--- src/rtl/endian_pkg.sv ---
package endian_pkg;
  localparam int DATA_W   = 32;
  localparam int HALF_W   = 16;
  localparam int NUM_HALF = DATA_W / HALF_W;
  localparam int SEL_W    = 2;

  typedef struct packed {
    logic per;
    logic mem;
  } swap_sel_t;

  typedef enum logic [1:0] {
    RGN_NONE = 2'd0,
    RGN_MEM  = 2'd1,
    RGN_PER  = 2'd2,
    RGN_CTRL = 2'd3
  } region_e;

  function automatic logic sel_applies(swap_sel_t sel, region_e rgn);
    return (rgn == RGN_MEM && sel.mem) || (rgn == RGN_PER && sel.per);
  endfunction
endpackage

--- src/rtl/endian_ctrl_reg.sv ---
module endian_ctrl_reg
  import endian_pkg::*;
(
  input  logic       clk,
  input  logic       rst_n,
  input  logic       wr_en,
  input  logic [3:0] wr_data,
  output swap_sel_t  half_sel,
  output swap_sel_t  byte_sel
);
  always_ff @(posedge clk) begin
    if (!rst_n) begin
      half_sel <= '0;
      byte_sel <= '0;
    end else if (wr_en) begin
      half_sel <= swap_sel_t'(wr_data[1:0]);
      byte_sel <= swap_sel_t'(wr_data[3:2]);
    end
  end

  assert_hold_R8: assert property (@(posedge clk) disable iff (!rst_n)
    !wr_en |=> ($stable(half_sel) && $stable(byte_sel)));

  assert_load_R7: assert property (@(posedge clk) disable iff (!rst_n)
    wr_en |=> ({byte_sel, half_sel} == $past(wr_data)));
endmodule

--- src/rtl/endian_region_decode.sv ---
module endian_region_decode
  import endian_pkg::*;
#(
  parameter int          ADDR_W    = 32,
  parameter logic [31:0] CTRL_ADDR = 32'hFFFE_C900,
  parameter logic [31:0] MEM_BASE  = 32'hE000_0000,
  parameter logic [31:0] PER_BASE  = 32'hE100_0000,
  parameter logic [31:0] RGN_MASK  = 32'hFF00_0000
) (
  input  logic [ADDR_W-1:0] addr,
  output region_e           rgn
);
  logic [ADDR_W-1:0] mask_a;
  assign mask_a = addr & RGN_MASK[ADDR_W-1:0];

  always_comb begin
    if (addr == CTRL_ADDR[ADDR_W-1:0])       rgn = RGN_CTRL;
    else if (mask_a == MEM_BASE[ADDR_W-1:0]) rgn = RGN_MEM;
    else if (mask_a == PER_BASE[ADDR_W-1:0]) rgn = RGN_PER;
    else                                     rgn = RGN_NONE;
  end
endmodule

--- src/rtl/endian_swap_unit.sv ---
module endian_swap_unit
  import endian_pkg::*;
(
  input  logic [DATA_W-1:0] din,
  input  logic              wide,
  input  logic              do_half,
  input  logic              do_byte,
  output logic [DATA_W-1:0] dout
);
  logic [DATA_W-1:0] half_x;
  logic [DATA_W-1:0] byte_x;

  assign half_x = (wide && do_half) ? {din[HALF_W-1:0], din[DATA_W-1:HALF_W]} : din;

  for (genvar g = 0; g < NUM_HALF; g++) begin : g_lane
    assign byte_x[g*HALF_W +: HALF_W] = do_byte
      ? {half_x[g*HALF_W +: 8], half_x[g*HALF_W+8 +: 8]}
      : half_x[g*HALF_W +: HALF_W];
  end

  assign dout = wide ? byte_x : {{(DATA_W-HALF_W){1'b0}}, byte_x[HALF_W-1:0]};
endmodule

--- src/rtl/endian_bridge.sv ---
module endian_bridge
  import endian_pkg::*;
#(
  parameter int          ADDR_W    = 32,
  parameter logic [31:0] CTRL_ADDR = 32'hFFFE_C900,
  parameter logic [31:0] MEM_BASE  = 32'hE000_0000,
  parameter logic [31:0] PER_BASE  = 32'hE100_0000,
  parameter logic [31:0] RGN_MASK  = 32'hFF00_0000
) (
  input  logic              clk,
  input  logic              rst_n,
  input  logic              h_valid,
  output logic              h_ready,
  input  logic              h_write,
  input  logic              h_wide,
  input  logic [ADDR_W-1:0] h_addr,
  input  logic [DATA_W-1:0] h_wdata,
  output logic              h_rvalid,
  output logic [DATA_W-1:0] h_rdata,
  output logic              s_valid,
  input  logic              s_ready,
  output logic              s_write,
  output logic              s_wide,
  output logic [ADDR_W-1:0] s_addr,
  output logic [DATA_W-1:0] s_wdata,
  input  logic [DATA_W-1:0] s_rdata
);
  region_e   rgn;
  swap_sel_t half_sel, byte_sel;
  logic      ctrl_hit, half_en, byte_en, acc_rd, ctrl_wr;
  logic [DATA_W-1:0] rd_conv;
  logic      rsp_wide;

  endian_region_decode #(
    .ADDR_W(ADDR_W), .CTRL_ADDR(CTRL_ADDR), .MEM_BASE(MEM_BASE),
    .PER_BASE(PER_BASE), .RGN_MASK(RGN_MASK)
  ) u_dec (.addr(h_addr), .rgn(rgn));

  assign ctrl_hit = (rgn == RGN_CTRL);
  assign ctrl_wr  = h_valid && ctrl_hit && h_write;

  endian_ctrl_reg u_ctrl (
    .clk(clk), .rst_n(rst_n), .wr_en(ctrl_wr), .wr_data(h_wdata[3:0]),
    .half_sel(half_sel), .byte_sel(byte_sel)
  );

  assign half_en = sel_applies(half_sel, rgn);
  assign byte_en = sel_applies(byte_sel, rgn);

  endian_swap_unit u_wr_swap (
    .din(h_wdata), .wide(h_wide), .do_half(half_en), .do_byte(byte_en), .dout(s_wdata)
  );
  endian_swap_unit u_rd_swap (
    .din(s_rdata), .wide(h_wide), .do_half(half_en), .do_byte(byte_en), .dout(rd_conv)
  );

  assign s_valid = h_valid && !ctrl_hit;
  assign s_write = h_write;
  assign s_wide  = h_wide;
  assign s_addr  = h_addr;
  assign h_ready = ctrl_hit ? 1'b1 : s_ready;
  assign acc_rd  = h_valid && h_ready && !h_write;

  always_ff @(posedge clk) begin
    if (!rst_n) begin
      h_rvalid <= 1'b0;
      h_rdata  <= '0;
      rsp_wide <= 1'b0;
    end else begin
      h_rvalid <= acc_rd;
      if (acc_rd) begin
        h_rdata  <= ctrl_hit ? {{(DATA_W-4){1'b0}}, byte_sel, half_sel} : rd_conv;
        rsp_wide <= h_wide;
      end
    end
  end

  assert_resp_R6: assert property (@(posedge clk) disable iff (!rst_n)
    (h_valid && h_ready && !h_write) |=> h_rvalid);

  assert_no_resp_R6: assert property (@(posedge clk) disable iff (!rst_n)
    !(h_valid && h_ready && !h_write) |=> !h_rvalid);

  assert_ctrl_local_R7: assert property (@(posedge clk) disable iff (!rst_n)
    (h_valid && ctrl_hit) |-> (!s_valid && h_ready));

  assert_stall_R9: assert property (@(posedge clk) disable iff (!rst_n)
    (s_valid && !s_ready) |-> !h_ready);

  assert_narrow_upper_R3: assert property (@(posedge clk) disable iff (!rst_n)
    (h_rvalid && !rsp_wide) |-> (h_rdata[DATA_W-1:HALF_W] == '0));

  assert_unmapped_R4: assert property (@(posedge clk) disable iff (!rst_n)
    (s_valid && rgn == RGN_NONE && h_wide) |-> (s_wdata == h_wdata));
endmodule

--- config.mk ---
export PLATFORM = sky130hd
export DESIGN_NAME = endian_bridge
export DESIGN_NICKNAME = d
export VERILOG_FILES = /design/src/rtl/endian_pkg.sv /design/src/rtl/endian_ctrl_reg.sv /design/src/rtl/endian_region_decode.sv /design/src/rtl/endian_swap_unit.sv /design/src/rtl/endian_bridge.sv
export SDC_FILE = /design/constraint.sdc
export NUM_CORES = 1
export LEC_CHECK = 0
export ABC_AREA = 1
export CAP_MARGIN = 30
export CORE_AREA = 2 2 128 130
export CTS_CLUSTER_SIZE = 28
export DETAILED_ROUTE_END_ITERATION = 8
export DIE_AREA = 0 0 130 132
export RECOVER_POWER = 100
export SLEW_MARGIN = 20
export SYNTH_ARGS = -nofsm -noshare
export SYNTH_HDL_FRONTEND = slang
export SYNTH_HIERARCHICAL = 1
export SYNTH_SLANG_ARGS = --single-unit
--- constraint.sdc ---
create_clock -name clk -period 6 [get_ports clk]
set_clock_uncertainty 0.15 [all_clocks]
set_input_delay 0.6 -clock clk [delete_from_list [all_inputs] [get_ports clk]]
set_output_delay 0.6 -clock clk [all_outputs]
set_load 0.02 [all_outputs]
==> results.cfg <==
[detailed_routing]
detail_route.wl_per_cell_um = 13.2
drt-vias-per-instance = 4.57
routed_wl_mm = 14.7
detail_route.iter0.violations = 274
drt.antenna.violating_nets = 0
post-route-drc-count = 0
drt_pre_antenna_iters = 5
dr_total_vias = 5105

[power_and_ir_drop]
p_per_area_mw_per_mm2 = 136
power_report.internal_total_uw = 568
sequential_fraction_of_design_power = 0.310
share_comb_of_total_power = 0.363
vdd_ir_drop_max_v = 0.000107
power_switching_uw = 282
cellLeakagePower_nw = 3.01
share_clk_of_total_power = 0.327
net_switching_share_of_the_total_power = 0.332

[setup_path]
crit_fanout = 58
worstSetupPathType = in2out
worst_r2r_path_depth = 12
setup.worst_path.start_class = input port
r2r_setup_slack_ns = 2.76
cp-startpoint = h_addr[31]
regToRegEndpoint = h_rdata[20]$_SDFFE_PN0P_
crit-reg2reg-launch = u_ctrl/half_sel[0]$_SDFFE_PN0P_
cp_data_required_time_ns = 5.25
setup.worst_path.end_class = output pin
critical_path_arrival_ns = 4.36

[cts]
clk_transition_reported_paths_ns = 0.06
tritoncts_buffers = 5
clk_latency_ns = 0.28
cts_setup_buffers = 0
cts_resized = 0
clock_tree_from_tritoncts = yes
cts.root.buffer_cell = sky130_fd_sc_hd__clkbuf_16
cts.htree.levels = 2
clkSinkCount = 37
clockBufferDepth = 2
cts_hold_buffers = 0

[outcome]
violations = max-capacitance violations, max-slew violations
run_status = finished with violations

[sta]
top_achievable_clock_speed_ghz = 0.196
grt_setup_unrepaired = false
holdWs_ns = 0.326
tightestPinTransition_ns = 2.14
final.setup.tns_ns = 0
report.final.setup_viol = 0
final.min_clock_period_ns = 5.11
maxSlewHeadroom = -0.430
drv_slew = 46
finalHoldViolations = 0
final_min_period_over_clock_period = 0.852

[logic_synthesis]
yosysTopAreaCellShare = 0.195
synth.net_count = 882
synth_sequential_area_ratio = 0.161
yosys-top-cells-area = sky130_fd_sc_hd__nand2_1, sky130_fd_sc_hd__dfxtp_1, sky130_fd_sc_hd__nand3_1
yosysWarnings = 6
syn_inst = 780
syn-cell-area_sq_mm = 0.00461
postSynthRegisterBits = 37
postSynthAreaPerCell_sq_um = 5.92
synth_top_area_cell = sky130_fd_sc_hd__nand2_1
netlist-cell-type-count = 24

[placement]
dp_hpwl_mm = 11.1
numPortBuffers = 202
gp_routability_congestion = 0.847

[global_route]
grt_pass1_wl_mm = 23.4
antenna_found_initial = 0
grt-ovfl-total = 0
grt_max_degree = 65
grt_util_all_layers = 0.166
number_of_global_route_vias_before_repair = 4692

[floorplanning]
floorplan.rows = 46
core-area_sq_mm = 0.0157
initial_core_util = 0.294
io-pin-count = 203
chipWidth_um = 130
overall_die_area_sq_mm = 0.0172
die_height_um = 132

[min_path]
hold_path.class = reg2reg
hold_path.startpoint = h_rdata[27]$_SDFFE_PN0P_
holdPathStages = 2
timing.hold.worst_endpoint = h_rdata[27]$_SDFFE_PN0P_

[final_layout]
antennaDiodeCount = 0
nNetsFinal = 1002
flow.area_growth_from_synthesis_pct = 35.2
final_layout_size_suffix_gt1_frac = 0.0633

[run]
cap_violations = 1
==> sequential cells by signal, indices dropped and copies added, names as in the netlist <==
name / flops
h_rvalid: 1
u_ctrl/byte_sel: 2
h_rdata: 32
u_ctrl/half_sel: 2
==> power groups by stage <==
stage | Combinational [mW] | Clock (mW) | Sequential, mW
4_1_cts | 0.326 | 0.286 | 0.264
3_5_place_dp | 0.325 | 0 | 0.270
6_report | 0.309 | 0.278 | 0.263
3_3_place_gp | 0.325 | 0 | 0.269
2_1_floorplan | 0.166 | 0 | 0.282
5_1_grt | 0.338 | 0.295 | 0.265
==> layout make-up <==
class	instances	area (sq um)
timing repair buffer	207	2050
sequential	37	741
clock buffer	6	139
fill	1734	9470
multi-input combinational	588	2800
clock inverter	2	13.8
tap	216	270
inverter	61	229
==> cells in the final DEF, fill, tap and decap left out <==
| cell | netlist | final |
|---|---|---|
| sky130_fd_sc_hd__o21ai_4 | 0 | 1 |
| sky130_fd_sc_hd__a21oi_1 | 11 | 11 |
| sky130_fd_sc_hd__buf_2 | 12 | 1 |
| sky130_fd_sc_hd__buf_4 | 41 | 3 |
| sky130_fd_sc_hd__nor3b_1 | 1 | 1 |
| sky130_fd_sc_hd__dfxtp_1 | 37 | 37 |
| sky130_fd_sc_hd__nand2_4 | 3 | 2 |
| sky130_fd_sc_hd__nor2_4 | 0 | 1 |
| sky130_fd_sc_hd__clkdlybuf4s50_1 | 0 | 102 |
| sky130_fd_sc_hd__nand2_1 | 240 | 249 |
| sky130_fd_sc_hd__o211ai_1 | 64 | 64 |
| sky130_fd_sc_hd__dlygate4sd3_1 | 0 | 99 |
| sky130_fd_sc_hd__clkbuf_8 | 0 | 1 |
| sky130_fd_sc_hd__nor2_1 | 120 | 120 |
| sky130_fd_sc_hd__nand2_2 | 24 | 16 |
| sky130_fd_sc_hd__nor3_1 | 1 | 1 |
| sky130_fd_sc_hd__nand2_8 | 2 | 2 |
| sky130_fd_sc_hd__or2_2 | 1 | 1 |
| sky130_fd_sc_hd__inv_2 | 3 | 3 |
| sky130_fd_sc_hd__nand3_1 | 99 | 99 |
| sky130_fd_sc_hd__a21oi_2 | 18 | 18 |
| sky130_fd_sc_hd__clkbuf_1 | 4 | 2 |
| sky130_fd_sc_hd__inv_1 | 58 | 58 |
| sky130_fd_sc_hd__clkinv_2 | 0 | 1 |
| sky130_fd_sc_hd__clkinv_4 | 0 | 1 |
| sky130_fd_sc_hd__clkbuf_16 | 0 | 5 |
| sky130_fd_sc_hd__o21ai_2 | 0 | 1 |
| sky130_fd_sc_hd__nand3b_1 | 1 | 1 |
==> worst max-delay path, stage by stage <==
cell                            delay, ns
sky130_fd_sc_hd__dlygate4sd3_1       0.54
sky130_fd_sc_hd__nand2_1             0.08
sky130_fd_sc_hd__nor3_1              0.32
sky130_fd_sc_hd__nand3_1             0.11
sky130_fd_sc_hd__nand2_1             0.24
sky130_fd_sc_hd__nand2_1             0.75
sky130_fd_sc_hd__nand2_4             0.92
sky130_fd_sc_hd__dlygate4sd3_1       0.77
==> worst max path at each step <==
stage | end | depth (start not counted) | slack, ns
5_1_grt | h_ready | 10 | 0.47
4_1_cts | s_wdata[10] | 15 | 1.03
3_5_place_dp | s_wdata[9] | 15 | 1.03
3_3_place_gp | s_wdata[1] | 15 | 1.09
6_report | h_ready | 8 | 0.89
2_1_floorplan | s_wdata[18] | 17 | 2.68
==> cell usage after synthesis <==
library cell / number
sky130_fd_sc_hd__a21oi_1: 11
sky130_fd_sc_hd__a21oi_2: 18
sky130_fd_sc_hd__buf_12: 4
sky130_fd_sc_hd__buf_2: 12
sky130_fd_sc_hd__buf_4: 41
sky130_fd_sc_hd__buf_6: 32
sky130_fd_sc_hd__buf_8: 1
sky130_fd_sc_hd__clkbuf_1: 4
sky130_fd_sc_hd__dfxtp_1: 37
sky130_fd_sc_hd__inv_1: 58
sky130_fd_sc_hd__inv_2: 3
sky130_fd_sc_hd__nand2_1: 240
sky130_fd_sc_hd__nand2_2: 24
sky130_fd_sc_hd__nand2_4: 3
sky130_fd_sc_hd__nand2_8: 2
sky130_fd_sc_hd__nand3_1: 99
sky130_fd_sc_hd__nand3b_1: 1
sky130_fd_sc_hd__nor2_1: 120
sky130_fd_sc_hd__nor2_2: 1
sky130_fd_sc_hd__nor3_1: 1
sky130_fd_sc_hd__nor3b_1: 1
sky130_fd_sc_hd__o211ai_1: 64
sky130_fd_sc_hd__o21ai_0: 2
sky130_fd_sc_hd__or2_2: 1
==> routing by layer <==
layer | vias up | GRT usage | routed length [um]
li1 | 2716 | - | -
met1 | 2226 | 0.210 | 6430
met2 | 157 | 0.288 | 6910
met3 | 6 | 0.0467 | 1250
met4 | 0 | 0.0209 | 107
met5 | - | 0 | 0
==> per-stage QoR <==
stage	area [sq um]	worst slack, ns	std cells	util	total power [mW]
after floorplan	4610	2.68	780	-	0.448
after global placement	6120	1.09	1109	0.390	0.595
after detailed placement	6120	1.03	1109	0.390	0.594
after CTS	6270	1.03	1117	0.399	0.877
after global routing	6240	0.469	1117	0.397	0.898
final	6240	0.888	1117	0.397	0.850
==> cell families (layout without fill, tap and decap cells) <==
kind of cell | after synthesis | after routing | synth area share
AOI/OAI and AO/OA | 95 | 95 | 0.152
and+or+nand+nor | 493 | 493 | 0.456
buffers and inverters | 155 | 276 | 0.231
DFF | 37 | 37 | 0.161
(Power assumes the default switching activity.)
